## config.mk

```make
export PLATFORM = sky130hd
export DESIGN_NAME = echo_fetch_seq
export DESIGN_NICKNAME = d
export VERILOG_FILES = /design/src/rtl/echo_seq_pkg.sv /design/src/rtl/echo_count_unit.sv /design/src/rtl/echo_return_reg.sv /design/src/rtl/echo_pc_select.sv /design/src/rtl/echo_fetch_seq.sv
export SDC_FILE = /design/constraint.sdc
export NUM_CORES = 1
export LEC_CHECK = 0
export BUFFER_PORTS_ARGS = -buffer_cell sky130_fd_sc_hd__buf_4
export CAP_MARGIN = 10
export CELL_PAD_IN_SITES_DETAIL_PLACEMENT = 1
export CELL_PAD_IN_SITES_GLOBAL_PLACEMENT = 2
export CORE_MARGIN = 5
export CORE_UTILIZATION = 30
export CTS_BUF_LIST = sky130_fd_sc_hd__clkbuf_4
export CTS_CLUSTER_SIZE = 14
export DETAILED_ROUTE_END_ITERATION = 10
export GPL_TIMING_DRIVEN = 0
export MAX_ROUTING_LAYER = met4
export PLACE_DENSITY_LB_ADDON = 0.25
export SYNTH_ARGS = -nofsm -noshare
export SYNTH_HDL_FRONTEND = slang
export SYNTH_SLANG_ARGS = --single-unit
```

## constraint.sdc

```tcl
create_clock -name clk -period 2.4 [get_ports clk]
set_input_delay 0.12 -clock clk [delete_from_list [all_inputs] [get_ports clk]]
set_output_delay 0.12 -clock clk [all_outputs]
set_load 0.01 [all_outputs]
```

## src/rtl/echo_seq_pkg.sv

```systemverilog
package echo_seq_pkg;
  // byte step between sequential instruction words
  localparam int unsigned INSTR_BYTES = 4;

  // source of the next fetch address
  typedef enum logic [1:0] {
    SEL_HOLD   = 2'd0,
    SEL_SEQ    = 2'd1,
    SEL_TARGET = 2'd2,
    SEL_HOME   = 2'd3
  } pc_sel_e;
endpackage

```

## src/rtl/echo_count_unit.sv

```systemverilog
module echo_count_unit #(
  parameter int CW = 8
) (
  input  logic          clk,
  input  logic          rst,
  input  logic          load_i,
  input  logic [CW-1:0] load_val_i,
  input  logic          dec_i,
  output logic          idle_o,
  output logic          exhaust_o
);
  logic [CW-1:0] cnt_q;
  logic [CW-1:0] dec_val;

  assign dec_val   = cnt_q - CW'(1);
  // NOR zero tests: on the held count and on the decremented count
  assign idle_o    = ~|cnt_q;
  assign exhaust_o = ~|dec_val;

  always_ff @(posedge clk) begin
    if (rst)                  cnt_q <= '0;
    else if (load_i)          cnt_q <= load_val_i;
    else if (dec_i && !idle_o) cnt_q <= dec_val;
  end
endmodule

```

## src/rtl/echo_return_reg.sv

```systemverilog
module echo_return_reg #(
  parameter int AW = 32
) (
  input  logic          clk,
  input  logic          rst,
  input  logic          cap_i,
  input  logic [AW-1:0] addr_i,
  output logic [AW-1:0] ret_o
);
  always_ff @(posedge clk) begin
    if (rst)        ret_o <= '0;
    else if (cap_i) ret_o <= addr_i;
  end
endmodule

```

## src/rtl/echo_pc_select.sv

```systemverilog
module echo_pc_select
  import echo_seq_pkg::*;
#(
  parameter int AW = 32
) (
  input  pc_sel_e       sel_i,
  input  logic [AW-1:0] pc_i,
  input  logic [AW-1:0] off_i,
  input  logic [AW-1:0] ret_i,
  output logic [AW-1:0] npc_o,
  output logic          redir_o
);
  function automatic logic [AW-1:0] seq_addr(input logic [AW-1:0] a);
    return a + AW'(INSTR_BYTES);
  endfunction

  function automatic logic [AW-1:0] back_addr(input logic [AW-1:0] a,
                                              input logic [AW-1:0] d);
    return a - d;
  endfunction

  always_comb begin
    unique case (sel_i)
      SEL_SEQ:    npc_o = seq_addr(pc_i);
      SEL_TARGET: npc_o = back_addr(pc_i, off_i);
      SEL_HOME:   npc_o = ret_i;
      default:    npc_o = pc_i;
    endcase
    redir_o = (sel_i == SEL_TARGET) || (sel_i == SEL_HOME);
  end
endmodule

```

## src/rtl/echo_fetch_seq.sv

```systemverilog
module echo_fetch_seq
  import echo_seq_pkg::*;
#(
  parameter int            AW        = 32,
  parameter int            CW        = 8,
  parameter logic [AW-1:0] RESET_VEC = AW'(32'h0000_1000)
) (
  input  logic          clk,
  input  logic          rst,
  input  logic          adv_i,
  input  logic          echo_req_i,
  input  logic [AW-1:0] echo_off_i,
  input  logic [CW-1:0] echo_cnt_i,
  output logic [AW-1:0] pc_o,
  output logic [AW-1:0] npc_o,
  output logic          redir_o,
  output logic          busy_o,
  output logic          err_o
);
  // named internal events
  logic    idle;
  logic    exhaust;
  logic    take_echo;
  logic    nested_echo;
  logic    last_replay;
  logic    count_fetch;
  pc_sel_e sel;
  logic [AW-1:0] ret_addr;
  logic [AW-1:0] pc_q;

  assign take_echo   = adv_i && echo_req_i && idle && (|echo_cnt_i);
  assign nested_echo = adv_i && echo_req_i && !idle;
  assign count_fetch = adv_i && !idle;
  assign last_replay = count_fetch && exhaust;

  always_comb begin
    if (take_echo)        sel = SEL_TARGET;
    else if (last_replay) sel = SEL_HOME;
    else if (adv_i)       sel = SEL_SEQ;
    else                  sel = SEL_HOLD;
  end

  echo_count_unit #(.CW(CW)) u_cnt (
    .clk        (clk),
    .rst        (rst),
    .load_i     (take_echo),
    .load_val_i (echo_cnt_i),
    .dec_i      (count_fetch),
    .idle_o     (idle),
    .exhaust_o  (exhaust)
  );

  echo_return_reg #(.AW(AW)) u_ret (
    .clk    (clk),
    .rst    (rst),
    .cap_i  (take_echo),
    .addr_i (pc_q + AW'(INSTR_BYTES)),
    .ret_o  (ret_addr)
  );

  echo_pc_select #(.AW(AW)) u_sel (
    .sel_i   (sel),
    .pc_i    (pc_q),
    .off_i   (echo_off_i),
    .ret_i   (ret_addr),
    .npc_o   (npc_o),
    .redir_o (redir_o)
  );

  always_ff @(posedge clk) begin
    if (rst) pc_q <= RESET_VEC;
    else     pc_q <= npc_o;
  end

  assign pc_o   = pc_q;
  assign busy_o = !idle;
  assign err_o  = nested_echo;
endmodule

```

==> results of run 1 <==
==> kinds of logic (layout without fill, tap and decap cells) <==
logic type	after synthesis	count (layout)
buffers and inverters	86	327
multiplexers	6	6
AO/OA/AOI/OAI	226	226
adder cells (fa/ha/maj)	35	35
XOR/XNOR	53	53
other	0	1
AND/OR/NAND/NOR	285	285
flip-flops	72	72
==> cell usage after synthesis (3+ instances only) <==
library cell / n
mux2i_1: 6
nor3b_1: 3
o211ai_1: 3
a21o_1: 14
a311oi_1: 3
xor2_1: 33
a21oi_1: 47
a2bb2oi_1: 3
a21boi_0: 3
a211oi_1: 37
a31oi_1: 12
buf_2: 7
dfxtp_1: 72
o21a_1: 8
nor4_1: 3
xnor2_1: 20
inv_1: 42
nor2_1: 91
a221oi_1: 12
nor2b_1: 5
nand4_1: 8
a221o_1: 5
clkbuf_8: 4
nor3_1: 24
buf_1: 5
and4_1: 4
nand2_1: 70
ha_1: 34
o21ai_0: 33
nand2b_1: 6
a22oi_1: 3
o21ai_1: 9
clkbuf_1: 20
and3_1: 7
nand3_1: 18
and2_1: 24
buf_4: 3
a21oi_2: 3
a221oi_2: 4
or3_1: 4
==> registers in the layout, indices dropped and copies added, names as in the netlist <==
register,count
u_cnt.cnt_q,8
pc_o,32
u_ret.ret_o,32
==> power groups by stage <==
stage	Sequential (mW)	Combinational, mW	Clock (mW)
floorplan	1.74	2.21	0
global placement	1.79	3.30	0
detailed placement	1.81	3.41	0
CTS	1.78	4.47	1.02
global route	1.82	5.42	1.07
finish	1.80	5.08	1.01
==> area by class of cell <==
class | count | area, µm² | share of cell area
clock buffer | 10 | 75.1 | 0.00793
antenna | 1 | 2.50 | 0.000264
sequential | 72 | 1540 | 0.163
timing repair buffer | 230 | 1930 | 0.204
clock inverter | 6 | 92.6 | 0.00978
inverter | 43 | 169 | 0.0178
multi-input combinational | 605 | 5030 | 0.531
tap | 265 | 332 | 0.0350
buffer | 38 | 295 | 0.0312
==> repair_timing <==
item                                    in CTS  in global routing
pin swaps                                   64                 80
buffers inserted                            77                 49
gates cloned                                 1                  0
endpoints found under the setup margin      98                 78
resized for setup                          165                104
hold buffers                                 7                  0
hold endpoints to repair                     8                  0
==> worst reg2reg max path, cell delays in order (launching register included) <==
cell and delay [ps]:
dfxtp_4 370, ha_4 230, a21oi_4 200, o22ai_4 110
or3_4 390, a21oi_4 210, o31ai_4 110, o21a_1 230
o211ai_1 330, mux2i_1 320, buf_4 160, buf_6 80
a31oi_1 60
==> final timing paths <==
path	cells past startpoint	start	slack (ps)	endpoint
setup / recovery	11	pc_o[8]$_SDFF_PP0_	-990	npc_o[31]
hold / removal	4	echo_off_i[0]	60	pc_o[0]$_SDFF_PP0_
setup reg to reg	12	pc_o[8]$_SDFF_PP0_	-540	pc_o[31]$_SDFF_PP0_
hold reg to reg	2	u_ret.ret_o[0]$_SDFFE_PP0P_	480	u_ret.ret_o[0]$_SDFFE_PP0P_
==> per-layer routing <==
layer  global-route usage  share of wire  up-vias  wire, µm
li1                     -              -     3237         -
met1                0.287           0.43     3392     11600
met2                0.404           0.51      155     13900
met3               0.0453          0.043       27      1170
met4               0.0709          0.015        0       398
met5                    -              0        -         0
==> layout by cell type (no fill, tap or decap), drive strengths merged, types with 14 or more instances in the layout <==
master and n:
o21ai 44, xor2 33, a21oi 51, nand3 18, ha 34, a211oi 37
a221oi 16, a21o 14, and2 26, dfxtp 72, xnor2 20, inv 43
nor2 93, nor3 26, buf 240, nand2 72, clkbuf 31
==> per-stage QoR <==
step                      TNS (ps)  hold slack (ps)  area [µm²]
final                       -28780             57.4        9470
after global routing        -34950             35.9        9470
after CTS                   -25970             5.96        8730
after detailed placement    -41780              397        7240
after global placement      -36440              378        7240
after floorplan               -223              270        6090
==> results.txt, run 1 <==
* Status: complete, but fails checks
* Failing checks: negative setup slack
- Clk slew on worst S/H paths: 150 ps
- The Yosys step of the flow raised 0 warnings.
* Worst Setup End Kind: primary output
- The share of total power dissipated in sequential elements is 0.228.
- The worst pin sits at a relative slew slack of 0.369.
- From left edge to right edge, the die measures 149 µm.
- Classification of the worst setup path: reg2out
- Per-instance average area after synthesis: 7.63 µm²
- Number of remaining DRC errors: 0
* Worst slew pin tran: 947 ps
- Once placement completed, the tool counted placed cells totaling 1137.
* Skew final: 25.7 ps
* Net count after synthesis: 842
- Switching share of power: 0.447
- Dividing the detail-routed wire length by the instance count gives 21.3 µm.
* Overall Global Routing Usage: 0.238
- The tightest min-delay check is of the in2reg type.
* Number of clock buffers inserted by TritonCTS: 9
- CTS tree: done
- Mapped Area: 5820 µm²
* Total number of vias: 6811
* Post-detailed-placement half-perimeter wirelength: 18100 µm
* TritonCTS Sinks: 72
- Top fanout value on the critical path: 4
- Maximum clock frequency: 0.295 GHz
* Boundary Pins: 111
* Power Dens Cells: 833 nW/µm²
* Global-route wire length before repair: 40000 µm
- Combined buffer and inverter count along the critical path: 1
- Vertical die dimension: 149 µm
- Count of flip-flops with a built-in enable after synthesis: 0
* Cell type of the slowest stage on the worst timing path: or3_4
* Delay of the slowest critical-path stage: 390 ps
- After global routing the overflow that remains totals 0.
* RD Place Congestion: 0.877
* Clock tree root buffer cell: clkbuf_4
* Drt initial violations: 383
- Sequential element share of the synthesized area: 0.248
- Setup violations remaining at the end of the flow were counted as 58.
* Element type at the critical path start: register
* Via density: 5.36
* Multiplexer share of the synthesized area: 0.0103
- For the worst setup path, the data arrival time is 3270 ps.
- Of the total synthesized cell area, the portion taken by full adders, half adders and majority gates is 0.0765.
* Total iterations of the first detailed-routing run: 4
* XOR/XNOR share of the synthesized area: 0.0797
- Setup repair after global routing could not meet its margin everywhere.
* Data required time of the critical path: 2280 ps
- Max-cap violations in this run came to 0.
* Fraction of layout instances using a drive strength above 1: 0.456
* Largest area contributor in the netlist: dfxtp_1
- Number of hold violations in the final report: 0
* Area share of the largest cell type after synthesis: 0.248
- For this configuration, the core starts out at a cell density of 0.302.
- The number of antenna violations at the first check in global routing is 1.
* Cell repeated most along the worst path: a21oi_4
- Wire length after detailed routing: 27100 µm
* Final clock period utilization by the worst path: 1.41
- Static power due to leakage: 4.02 nW
- Final worst-path setup slack: -994 ps
- Post-route insts no fill: 1270
- In this run the core area contains 51 standard-cell rows.
* Utilization of the core after routing: 0.491
- Simple-gate share of the synthesized area: 0.245
- Fill cells in the final layout number 2248.
- #FFs+latches synth: 72
- Combinational power share: 0.645
* Clk Latency, worst-skew pair: 510 ps
- Worst voltage drop across the vdd grid: 362 µV
* Via count of the first global-routing pass: 7137
- Relative to the synthesized area, the layout overhead comes to 62.6%.
- Min Tclk post-route: 3390 ps
* Synth Area in Compound Gates: 0.271
- After synthesis, the share of flip-flops with an asynchronous set or reset is 0.
- Critical path cell sequence: ha_4 > a21oi_4 > o22ai_4 > or3_4 > a21oi_4 > o31ai_4 > o21a_1 > o211ai_1 > mux2i_1 > nand3_1 > buf_4
* Switching power summed over all nets: 3.52 mW
- Number of buffers on the longest clock path: 2
- After synthesis, the cell types taking the most area are dfxtp_1 (25%), ha_1 (7.3%), nor2_1 (5.9%), xor2_1 (5.0%), a211oi_1 (4.8%).
- Fraction of power consumed by the clock network: 0.128
- For this run, the post-layout net count is 1078.
- The internal power of the cells totals 4.36 mW.
- Maximum number of pins on one net before global-route repair: 14
- Number of standard cells after synthesis: 763
- CP delay by family, top: compound AO/OA/AOI/OAI gates
- Largest family of logic cells by synthesized area: compound AO/OA/AOI/OAI gates
- Number of antenna-violating nets in the routed design: 0
- In this run the standard cell core region covers 19300 µm².
- Port bufs: 109
- Distinct cell type count of the synthesized netlist: 80
- Before CTS, the worst setup slack after placement is -740 ps.
- The final-report max-slew violation count came to 0.
- The floorplan step defined a die boundary enclosing 22300 µm².
- Total power of the final layout: 7.88 mW
- The H-tree was split into 3 levels.
- Predominant post-synthesis flop cell: dfxtp_1
Power figures use the tool's default switching activity.
==> inputs of run 2 (changes only) <==
--- a/config.mk
+++ b/config.mk
@@ -17,6 +17,7 @@
 export GPL_TIMING_DRIVEN = 0
 export MAX_ROUTING_LAYER = met4
 export PLACE_DENSITY_LB_ADDON = 0.25
+export REMOVE_ABC_BUFFERS = 1
 export SYNTH_ARGS = -nofsm -noshare
 export SYNTH_HDL_FRONTEND = slang
 export SYNTH_SLANG_ARGS = --single-unit
==> results.txt, run 2 (synthesized netlist as in run 1, its figures left out) <==
- Setup slack on the critical path of the routed design comes to -926 ps.
* Clk Latency, worst-skew pair: 470 ps
* Sequential fraction of design power: 0.233
- After detailed routing, the number of remaining DRC violations is 0.
- Failing checks: negative setup slack
* Endpoint of the worst hold path: u_cnt.cnt_q[6]$_SDFFE_PP0P_
- Reg2reg start: pc_o[0]$_SDFF_PP0_
- The worst path in the final design needs a cycle of 3330 ps, including I/O delays and setup.
- The number of antenna violations at the first check in global routing was 1.
- Most common cell after layout, fill and taps aside: buf_4
- For this configuration, the core starts out at a cell density of 0.302.
* Final clock period utilization by the worst path: 1.39
* Area taken by flip-flops and latches: 1520 µm²
- After routing the design area is 9120 µm².
* Total of fill cells in the finished design: 2307
- Of the total power, the share spent switching nets is 0.447.
- Remaining global-route overflow: 0
- Data required time of the critical path: 2280 ps
- Once detail routing completed, the nets flagged for antenna violations numbered 0.
- TritonCTS Sinks: 72
- Maximum clock frequency: 0.301 GHz
* Final net count: 1042
- The worst hold path begins at echo_cnt_i[6].
- Measured on the finished design, the core utilization comes to 0.473.
- Setup repair after global routing could not meet its margin everywhere.
- The root buffer cell chosen for the clock tree is clkbuf_4.
- Drt initial violations: 330
- Relative slew slack: 0.314
* Power Dens Cells: 841 nW/µm²
- Combinational power share: 0.644
- Total area of multi-input combinational cells: 4940 µm²
- The path class of the tightest hold or removal check is in2reg.
- Once detailed placement completed, the half-perimeter wirelength came to 15100 µm.
- The die is 149 µm wide.
- For this run, the total global-route usage over all layers was measured as 0.223.
- Max-capacitance violation count: 0
- Via count of the first global-routing pass: 7124
- Using the TritonRoute via totals, the vias-per-cell ratio works out to 5.38.
- The number of hold violations in the final report is 0.
- Fraction of layout instances using a drive strength above 1: 0.449
- The tightest hold path in the finished design has a slack of 53.0 ps.
- Fraction of power consumed by the clock network: 0.123
- In the final routed layout, each cell accounts on average for 20.6 µm.
* Vertical die dimension: 149 µm
- Skew final: 23.3 ps
- Number of failing setup endpoints in the final timing report: 60
- Routability-driven placement finished with a final weighted congestion of 0.828.
- Total iterations of the first detailed-routing run: 4
- Core Box Area: 19300 µm²
- Maximum number of pins on one net before global-route repair: 66
- Arrival time reported for the critical path endpoint: 3210 ps
* Wire length after detailed routing: 25500 µm
* Switching power summed over all nets: 3.43 mW
* Element type at the critical path start: register
- Logic depth of the worst register-to-register path: 15
* Placed cell area: 6790 µm²
- Boundary Pins: 111
- Summed over all cells, the static leakage comes to 3.86 nW.
- The flow ran to the end, but the final reports show violations.
- The area growth from synthesis to layout is 56.7%.
- Summing over every cut layer, the via total after detailed routing is 6634.
- Top library cells by usage in the layout, fill and taps aside: buf_4 (170), nor2_1 (82), nand2_1 (64)
* Classification of the worst setup path: reg2out
* Max-slew violation count: 0
* Total power of the final layout: 7.68 mW
* Htree depth: 3
- The internal power of the cells totals 4.25 mW.
- Number of buffers on the longest clock path: 2
* Die outline area: 22300 µm²
- VDD sags by at most 327 µV.
- The worst register-to-register path ends at pc_o[16]$_SDFF_PP0_.
* Global-route wire length before repair: 38200 µm
- Clock-pin slew was measured on the worst setup and hold paths at 130 ps.
- Worst Hold Path Cells: 5
- Counting the buffers created by CTS gives 9.
* DP Worst Slack: -1590 ps
- For the pin with the worst max-slew slack, the measured transition is 1030 ps.
- STA classifies the critical path endpoint as a primary output.
- For flop-to-flop paths, the worst setup slack is -470 ps.
* Top fanout value on the critical path: 6
- The floorplan has 51 rows.
- TritonCTS built the clock tree.
* Port bufs: 110
-- run 2: worst max-delay path by stage --
stage               slack [ps]                        start  cells past startpoint                  to
floorplan                -1480  u_cnt.cnt_q[4]$_SDFFE_PP0P_                      9  pc_o[6]$_SDFF_PP0_
global placement         -3210  u_cnt.cnt_q[4]$_SDFFE_PP0P_                     10           npc_o[25]
detailed placement       -1590  u_cnt.cnt_q[0]$_SDFFE_PP0P_                     13           npc_o[25]
CTS                       -910           pc_o[0]$_SDFF_PP0_                     14           npc_o[30]
global route             -1090           pc_o[0]$_SDFF_PP0_                     15           npc_o[16]
finish                    -930           pc_o[5]$_SDFF_PP0_                     11           npc_o[28]
-- run 2: metrics by stage --
step,instances,TNS [ps]
2_1_floorplan,720,-93820
3_3_place_gp,1095,-234330
3_5_place_dp,1098,-75460
4_1_cts,1200,-27450
5_1_grt,1234,-36100
6_report,1234,-28220
-- run 2: worst max-delay path, cell delays in order, from the launching register on --
cell and delay, ps:
dfxtp_4 410, ha_4 300, o21ai_0 160, a211o_1 400, o21ai_4 250, a21oi_4 130, nor3_2 140, nor2_2 80
or3_1 300, a21o_1 240, a31oi_4 180, buf_6 130
-- run 2: cell type report --
class / count / share of cell area
well taps: 265 / 0.0363
flip-flops and latches: 72 / 0.167
repair inverters: 2 / 0.00398
clock buffers: 12 / 0.00987
diodes: 1 / 0.000274
clock inverters: 4 / 0.00754
inverters: 43 / 0.0185
multi-input cells: 608 / 0.542
repair buffers: 227 / 0.215
-- run 2: power groups by stage --
stage	registers [mW]	clock network [mW]	logic, mW
6_report	1.79	0.943	4.94
5_1_grt	1.82	1.03	5.30
4_1_cts	1.77	0.976	4.32
3_5_place_dp	1.78	0	3.10
3_3_place_gp	1.76	0	2.98
2_1_floorplan	1.73	0	2.00
-- run 2: repair_timing --
action,CTS,global route
pin swaps,60,79
hold buffers,6,0
hold endpoints to repair,6,0
buffers inserted,75,42
cloned,6,0
gates resized for setup,200,112
setup endpoints to repair,74,65
-- run 2: per-layer routing --
metal	up-vias	wire, µm	GRT usage
met5	-	0	-
met4	0	619	0.0801
met3	43	949	0.0401
met2	164	12700	0.363
met1	3279	11200	0.277
li1	3148	-	-
